===== config.mk =====
export PLATFORM = sky130hd
export DESIGN_NAME = eeprom_i2c_slave
export DESIGN_NICKNAME = d
export VERILOG_FILES = /design/src/rtl/eeprom_i2c_pkg.sv /design/src/rtl/i2c_line_sync.sv /design/src/rtl/eeprom_page_buf.sv /design/src/rtl/eeprom_cell_array.sv /design/src/rtl/eeprom_i2c_slave.sv
export SDC_FILE = /design/constraint.sdc
export NUM_CORES = 2
export LEC_CHECK = 0
export ABC_AREA = 1
export BUFFER_PORTS_ARGS = -buffer_cell sky130_fd_sc_hd__buf_2
export CELL_PAD_IN_SITES_DETAIL_PLACEMENT = 1
export CELL_PAD_IN_SITES_GLOBAL_PLACEMENT = 2
export CORE_AREA = 5 5 492 615
export DETAILED_ROUTE_END_ITERATION = 6
export DIE_AREA = 0 0 497 620
export PLACE_DENSITY = 0.87
export SYNTH_ARGS = -nofsm -noshare
export SYNTH_HDL_FRONTEND = slang
export SYNTH_HIERARCHICAL = 1
export SYNTH_SLANG_ARGS = --single-unit

===== constraint.sdc =====
create_clock -name clk -period 2.8 [get_ports clk]
set_input_delay 0.14 -clock clk [delete_from_list [all_inputs] [get_ports clk]]
set_output_delay 0.14 -clock clk [all_outputs]
set_load 0.02 [all_outputs]

===== src/rtl/eeprom_i2c_pkg.sv =====
`timescale 1ns/1ps
package eeprom_i2c_pkg;
  typedef enum logic [2:0] {
    ST_IDLE,
    ST_DEV,
    ST_WADDR,
    ST_WDATA,
    ST_READ,
    ST_WAIT
  } slv_state_e;

  localparam logic [4:0] DEV_PREFIX = 5'b10100;
  localparam int BYTE_W = 8;
endpackage


===== src/rtl/i2c_line_sync.sv =====
`timescale 1ns/1ps
module i2c_line_sync (
  input  logic clk,
  input  logic rst_n,
  input  logic scl_i,
  input  logic sda_i,
  output logic sda_o,
  output logic start_o,
  output logic stop_o,
  output logic rise_o,
  output logic fall_o
);
  logic [1:0] scl_ff, sda_ff;
  logic       scl_q, sda_q;

  always_ff @(posedge clk or negedge rst_n) begin
    if (!rst_n) begin
      scl_ff <= 2'b11;
      sda_ff <= 2'b11;
      scl_q  <= 1'b1;
      sda_q  <= 1'b1;
    end else begin
      scl_ff <= {scl_ff[0], scl_i};
      sda_ff <= {sda_ff[0], sda_i};
      scl_q  <= scl_ff[1];
      sda_q  <= sda_ff[1];
    end
  end

  assign sda_o   = sda_ff[1];
  assign rise_o  = scl_ff[1] & ~scl_q;
  assign fall_o  = ~scl_ff[1] & scl_q;
  assign start_o = scl_ff[1] & scl_q & sda_q & ~sda_ff[1];
  assign stop_o  = scl_ff[1] & scl_q & ~sda_q & sda_ff[1];
endmodule


===== src/rtl/eeprom_page_buf.sv =====
`timescale 1ns/1ps
module eeprom_page_buf #(
  parameter int PAGE_W = 4
) (
  input  logic                              clk,
  input  logic                              rst_n,
  input  logic                              we_i,
  input  logic [PAGE_W-1:0]                 slot_i,
  input  logic [7:0]                        data_i,
  input  logic                              clear_i,
  output logic [(1<<PAGE_W)-1:0][7:0]       bytes_o,
  output logic [(1<<PAGE_W)-1:0]            valid_o
);
  localparam int PB = 1 << PAGE_W;

  always_ff @(posedge clk or negedge rst_n) begin
    if (!rst_n) begin
      bytes_o <= '0;
      valid_o <= '0;
    end else if (clear_i) begin
      valid_o <= '0;
    end else if (we_i) begin
      bytes_o[slot_i] <= data_i;
      valid_o[slot_i] <= 1'b1;
    end
  end

  assert_clear_empties_R4: assert property (@(posedge clk) disable iff (!rst_n)
    clear_i |=> (valid_o == '0));
  assert_fill_slot_R3: assert property (@(posedge clk) disable iff (!rst_n)
    (we_i && !clear_i) |=> valid_o[$past(slot_i)]);
endmodule


===== src/rtl/eeprom_cell_array.sv =====
`timescale 1ns/1ps
module eeprom_cell_array #(
  parameter int ADDR_W = 8,
  parameter int PAGE_W = 4
) (
  input  logic                              clk,
  input  logic                              rst_n,
  input  logic                              commit_i,
  input  logic [ADDR_W-PAGE_W-1:0]          page_i,
  input  logic [(1<<PAGE_W)-1:0][7:0]       bytes_i,
  input  logic [(1<<PAGE_W)-1:0]            valid_i,
  input  logic [ADDR_W-1:0]                 rd_addr_i,
  output logic [7:0]                        rd_data_o
);
  localparam int DEPTH = 1 << ADDR_W;
  localparam int PB    = 1 << PAGE_W;
  localparam int PGW   = ADDR_W - PAGE_W;

  logic [7:0] cell_view [DEPTH];

  for (genvar g = 0; g < DEPTH; g++) begin : g_cell
    localparam logic [PGW-1:0]    PG_ID = PGW'(g / PB);
    localparam logic [PAGE_W-1:0] SLOT  = PAGE_W'(g % PB);
    logic [7:0] cell_q;
    always_ff @(posedge clk or negedge rst_n) begin
      if (!rst_n)
        cell_q <= '0;
      else if (commit_i && page_i == PG_ID && valid_i[SLOT])
        cell_q <= bytes_i[SLOT];
    end
    assign cell_view[g] = cell_q;
  end

  assign rd_data_o = cell_view[rd_addr_i];
endmodule


===== src/rtl/eeprom_i2c_slave.sv =====
`timescale 1ns/1ps
module eeprom_i2c_slave #(
  parameter int ADDR_W      = 8,
  parameter int PAGE_W      = 4,
  parameter int BUSY_CYCLES = 5200000
) (
  input  logic       clk,
  input  logic       rst_n,
  input  logic [1:0] strap_i,
  input  logic       scl_i,
  input  logic       sda_i,
  output logic       sda_oe_o
);
  import eeprom_i2c_pkg::*;

  localparam int PB     = 1 << PAGE_W;
  localparam int PGW    = ADDR_W - PAGE_W;
  localparam int BUSY_W = $clog2(BUSY_CYCLES + 1);

  logic sda_s, start_ev, stop_ev, rise_ev, fall_ev;

  i2c_line_sync u_sync (
    .clk(clk), .rst_n(rst_n), .scl_i(scl_i), .sda_i(sda_i),
    .sda_o(sda_s), .start_o(start_ev), .stop_o(stop_ev),
    .rise_o(rise_ev), .fall_o(fall_ev)
  );

  slv_state_e          state;
  logic [3:0]          bcnt;
  logic [BYTE_W-1:0]   shreg, rd_sh;
  logic [ADDR_W-1:0]   ptr;
  logic                m_ack, oe;
  logic [BUSY_W-1:0]   busy_cnt;
  logic                busy;
  logic [PGW-1:0]      pg_base;
  logic [PB-1:0][7:0]  pb_bytes;
  logic [PB-1:0]       pb_valid;
  logic [7:0]          rd_data;
  logic                pb_we, commit, active, byte_end, frame_end, dev_hit;

  assign busy      = (busy_cnt != '0);
  assign active    = (state != ST_IDLE) && (state != ST_WAIT);
  assign byte_end  = fall_ev && (bcnt == 4'd8);
  assign frame_end = fall_ev && (bcnt == 4'd9);
  assign dev_hit   = (shreg[7:1] == {DEV_PREFIX, strap_i});
  assign pb_we     = byte_end && (state == ST_WDATA) && !start_ev && !stop_ev;
  assign commit    = stop_ev && (|pb_valid);

  eeprom_page_buf #(.PAGE_W(PAGE_W)) u_pbuf (
    .clk(clk), .rst_n(rst_n), .we_i(pb_we), .slot_i(ptr[PAGE_W-1:0]),
    .data_i(shreg), .clear_i(commit), .bytes_o(pb_bytes), .valid_o(pb_valid)
  );

  eeprom_cell_array #(.ADDR_W(ADDR_W), .PAGE_W(PAGE_W)) u_array (
    .clk(clk), .rst_n(rst_n), .commit_i(commit), .page_i(pg_base),
    .bytes_i(pb_bytes), .valid_i(pb_valid), .rd_addr_i(ptr), .rd_data_o(rd_data)
  );

  always_ff @(posedge clk or negedge rst_n) begin
    if (!rst_n)
      busy_cnt <= '0;
    else if (commit)
      busy_cnt <= BUSY_W'(BUSY_CYCLES);
    else if (busy)
      busy_cnt <= busy_cnt - 1'b1;
  end

  always_ff @(posedge clk or negedge rst_n) begin
    if (!rst_n) begin
      state   <= ST_IDLE;
      bcnt    <= '0;
      shreg   <= '0;
      rd_sh   <= '0;
      ptr     <= '0;
      m_ack   <= 1'b0;
      oe      <= 1'b0;
      pg_base <= '0;
    end else if (start_ev) begin
      state <= ST_DEV;
      bcnt  <= '0;
      oe    <= 1'b0;
    end else if (stop_ev) begin
      state <= ST_IDLE;
      bcnt  <= '0;
      oe    <= 1'b0;
    end else if (active) begin
      if (rise_ev) begin
        if (bcnt < 4'd8) shreg <= {shreg[6:0], sda_s};
        else             m_ack <= ~sda_s;
        bcnt <= bcnt + 4'd1;
      end
      if (byte_end) begin
        unique case (state)
          ST_DEV: begin
            if (dev_hit && !busy) begin
              oe    <= 1'b1;
              state <= shreg[0] ? ST_READ : ST_WADDR;
            end else begin
              state <= ST_WAIT;
            end
          end
          ST_WADDR: begin
            oe    <= 1'b1;
            ptr   <= ADDR_W'(shreg);
            state <= ST_WDATA;
          end
          ST_WDATA: begin
            oe      <= 1'b1;
            pg_base <= ptr[ADDR_W-1:PAGE_W];
            ptr     <= {ptr[ADDR_W-1:PAGE_W], ptr[PAGE_W-1:0] + 1'b1};
          end
          ST_READ: begin
            oe  <= 1'b0;
            ptr <= ptr + 1'b1;
          end
          default: ;
        endcase
      end else if (frame_end) begin
        bcnt <= '0;
        if (state == ST_READ) begin
          if (m_ack) begin
            rd_sh <= rd_data;
            oe    <= ~rd_data[7];
          end else begin
            oe    <= 1'b0;
            state <= ST_WAIT;
          end
        end else begin
          oe <= 1'b0;
        end
      end else if (fall_ev && state == ST_READ && bcnt != 4'd0) begin
        rd_sh <= {rd_sh[6:0], 1'b0};
        oe    <= ~rd_sh[6];
      end
    end
  end

  assign sda_oe_o = oe;

  assert_foreign_nack_R1: assert property (@(posedge clk) disable iff (!rst_n)
    (state == ST_DEV && byte_end && shreg[7:3] != DEV_PREFIX) |=> !sda_oe_o);
  assert_page_hold_R3: assert property (@(posedge clk) disable iff (!rst_n)
    (state == ST_WDATA && byte_end && !start_ev && !stop_ev)
      |=> ptr[ADDR_W-1:PAGE_W] == $past(ptr[ADDR_W-1:PAGE_W]));
  assert_commit_on_stop_R4: assert property (@(posedge clk) disable iff (!rst_n)
    $rose(busy) |-> $past(stop_ev));
  assert_read_step_R5: assert property (@(posedge clk) disable iff (!rst_n)
    (state == ST_READ && byte_end && !start_ev && !stop_ev)
      |=> ptr == $past(ptr) + 1'b1);
  assert_busy_nack_R7: assert property (@(posedge clk) disable iff (!rst_n)
    (busy && state == ST_DEV && byte_end) |=> !sda_oe_o);
  assert_wait_quiet_R8: assert property (@(posedge clk) disable iff (!rst_n)
    (state == ST_WAIT) |-> !sda_oe_o);
  assert_event_release_R9: assert property (@(posedge clk) disable iff (!rst_n)
    (start_ev || stop_ev) |=> !sda_oe_o);
endmodule


==> results.sh <==
export IMPL_status="finished with violations"
export IMPL_violations="setup timing"
export IMPL_vdd_drop_max_v=0.000551
export IMPL_synth_warning_count=6
export IMPL_period_share_pct=106
export IMPL_final_common_cell="nand2_1"
export IMPL_first_pass_iters=6
export IMPL_slew_headroom_pct=19.0
export IMPL_drt_iter0_drc=10314
export IMPL_netlist_area_sq_um=106000
export IMPL_synthCells=12680
export IMPL_drc=0
export IMPL_crit_start="ptr[0]"
export IMPL_hpwl_um=324000
export IMPL_synth_cell_type_count=43
export IMPL_ys_seq_area_share_pct=53.4
export IMPL_htree_levels=4
export IMPL_io_buffers=6
export IMPL_clockBufferDepth=4
export IMPL_area_growth_pct=18.2
export IMPL_fin_nets=12953
export IMPL_synth_area_top_cells="dfrtp_1, nand2_1, nand3_1"
export IMPL_final_cell_mix="nand2_1, dfrtp_1, nand3_1, o21ai_0, o21ai_1"
export IMPL_setup_ws_ns=-0.170
export IMPL_synth_seq_cells=2257
export IMPL_cts_tree="yes"
export IMPL_grt_usage_pct=30.6
export IMPL_p_total_mw=72.2
export IMPL_die_width_um=497
export IMPL_crit_path_max_fanout=6
export IMPL_cts_reportedPaths_clkPinSlew_ns=0.06
export IMPL_hp_start="sda_i"
export IMPL_first_global_vias=97392
export IMPL_clock_sink_count=2257
export IMPL_clk_latency_ns=0.95
export IMPL_r2r_start="ptr[0]"
export IMPL_drive_above_1_share_pct=16.5
export IMPL_wl_per_cell_um=28.5
export IMPL_grt_overflow=0
export IMPL_finalSetupViolations=8
export IMPL_netlist_area_leader_share_pct=53.2
export IMPL_ant_nets=0
export IMPL_post_synth_cell_area_avg_sq_um=8.35
export IMPL_die_area_sq_um=308000
export IMPL_slew_violations=0
export IMPL_p_per_area_nw_per_um2=577
export IMPL_finalHoldViolCount=0
export IMPL_endpoint_kind="register"
export IMPL_tightest_slew_ns=1.21
export IMPL_fin_cells=17094
export IMPL_rsz0062_at_grt="true"
export IMPL_clk_root_buffer_cell="clkbuf_16"
export IMPL_vias=96592
export IMPL_fmaxAchievable_ghz=0.337
export IMPL_cap_violations=0
export IMPL_critical_path_class="register to register"
export IMPL_fin_util_pct=42.2
export IMPL_antenna_found_initial=35
export IMPL_grt_max_degree=139
export IMPL_synth_nets=12691
export IMPL_viasPerCell=5.65
export IMPL_fin_crit_ns=2.97
export IMPL_n_fill_cell=35088
export IMPL_whs_ns=0.0271
export IMPL_pre_cts_ws_ns=-0.433
export IMPL_dp_cells=16606
export IMPL_rows=224
export IMPL_critPathLaunchType="register"
export IMPL_fin_worst_skew_ns=0.104
export IMPL_cp_data_required_time_ns=3.58
export IMPL_min_path_type="input port to register"
export IMPL_gp_congestion=0.952
export IMPL_start_util_pct=35.7
export IMPL_routed_wl_um=486000
export IMPL_yosys_area_top_type="dfrtp_1"
export IMPL_grt_pass1_wl_um=694000
export IMPL_numCtsBuffers=240
export IMPL_ios=7
export IMPL_fp_dieH_um=620
export IMPL_crit_arrival_ns=3.75
export IMPL_core_sq_um=297000
export IMPL_leakage_nw=56.0
-- metrics by stage --
stage | TNS [ns] | cell area [sq um]
finish | -0.788 | 125000
CTS | -0.556 | 124000
global route | -1.01 | 125000
floorplan | 0 | 106000
detailed placement | -2.71 | 114000
global placement | -2.21 | 114000
-- cell families (layout without fill, tap and decap cells) --
logic type | after synthesis | in the layout | synth area share [%]
xor+xnor | 6 | 6 | 0.0496
simple gates | 7133 | 7133 | 29.4
fa+ha+maj | 5 | 5 | 0.0591
other cells | 0 | 5 | 0
compound gates | 2128 | 2128 | 10.8
buf+inv | 1145 | 1599 | 6.25
mux | 6 | 6 | 0.0567
flops | 2257 | 2257 | 53.4
-- synthesized netlist by cell type (all sizes together) --
master and instances:
nor2 115, clkinv 1, o21ai 2096, xor2 5
a31oi 3, xnor2 1, o22ai 3, nand3 2194
clkbuf 292, inv 216, buf 636, mux2i 6
dfstp 6, ha 5, nand4 3, nor4 1
dfrtp 2251, a21oi 20, a211oi 4, nor3 10
o21bai 1, o31ai 1, nand2 4810
-- where the power goes --
| group | switching (mW) | total [mW] | internal (mW) |
|---|---|---|---|
| registers | 0.261 | 33.1 | 32.8 |
| clock network | 14.3 | 34.7 | 20.5 |
| logic | 3.17 | 4.34 | 1.17 |
-- state kept, by name, indices dropped and copies added (netlist names) --
| register | count |
|---|---|
| m_ack | 1 |
| busy_cnt | 23 |
| rd_sh | 7 |
| u_pbuf/bytes_o | 128 |
| ptr | 8 |
| u_sync/sda_ff | 2 |
| u_pbuf/valid_o | 16 |
| bcnt | 4 |
| u_array/g_cell.cell_q | 2048 |
| u_sync/scl_ff | 2 |
| u_sync/scl_q | 1 |
| pg_base | 4 |
| u_sync/sda_q | 1 |
| state | 3 |
| shreg | 8 |
| sda_oe_o | 1 |
-- critical path: stages, from the launching register on --
cell       delay (ns)
dfrtp_4          0.46
buf_12           0.18
clkinv_16        0.12
buf_16           0.17
buf_4            0.14
nand2_1          0.08
nand3_2          0.16
nand3_1          0.14
buf_4            0.17
nand3_1          0.21
nand3_1          0.14
nand3_1          0.09
nand3_2          0.13
nand2_1          0.07
nand2_1          0.06
nand2_1          0.06
mux2i_1          0.13
buf_4            0.19
o21ai_2          0.07
-- worst paths after layout --
path | endpoint | slack (ns) | depth (start not counted)
max | rd_sh[6] | -0.17 | 18
min | u_sync/sda_ff[0] | 0.03 | 2
max reg2reg | rd_sh[6] | -0.17 | 18
min reg2reg | u_sync/sda_ff[1] | 0.36 | 0
max in group asynchronous | u_array/g_cell[137].cell_q[1] | 1.21 | 6
min in group asynchronous | u_array/g_cell[224].cell_q[3] | 0.34 | 4
-- final cells by class --
| cell class | count | area (sq um) | area share [%] |
|---|---|---|---|
| diodes | 5 | 12.5 | 0.0100 |
| clock buffers | 352 | 7120 | 5.69 |
| clock inverters | 82 | 1290 | 1.03 |
| inverters | 217 | 862 | 0.689 |
| multi-input cells | 9278 | 44700 | 35.7 |
| flip-flops and latches | 2257 | 56500 | 45.2 |
| well taps | 3955 | 4950 | 3.96 |
| repair buffers | 946 | 9670 | 7.73 |
| repair inverters | 2 | 31.3 | 0.0250 |
-- timing repair --
item	4_1_cts	5_1_grt
endpoints found under the hold margin	2259	0
resized for setup	214	286
gates cloned	13	6
buffers inserted	15	10
hold buffers	5	0
endpoints found under the setup margin	80	695
pin swaps	9	24
-- routing by layer --
layer / track usage (%) / vias to the layer above / routed length, um / share of wire (%)
li1: - / 42426 / - / -
met4: 22.6 / 4 / 42800 / 8.8
met5: 0 / - / 31 / 0.0064
met1: 37.8 / 48934 / 188000 / 39
met3: 5.18 / 1314 / 34900 / 7.2
met2: 48.3 / 3914 / 220000 / 45
No activity file was read; power rests on OpenSTA's default activity.
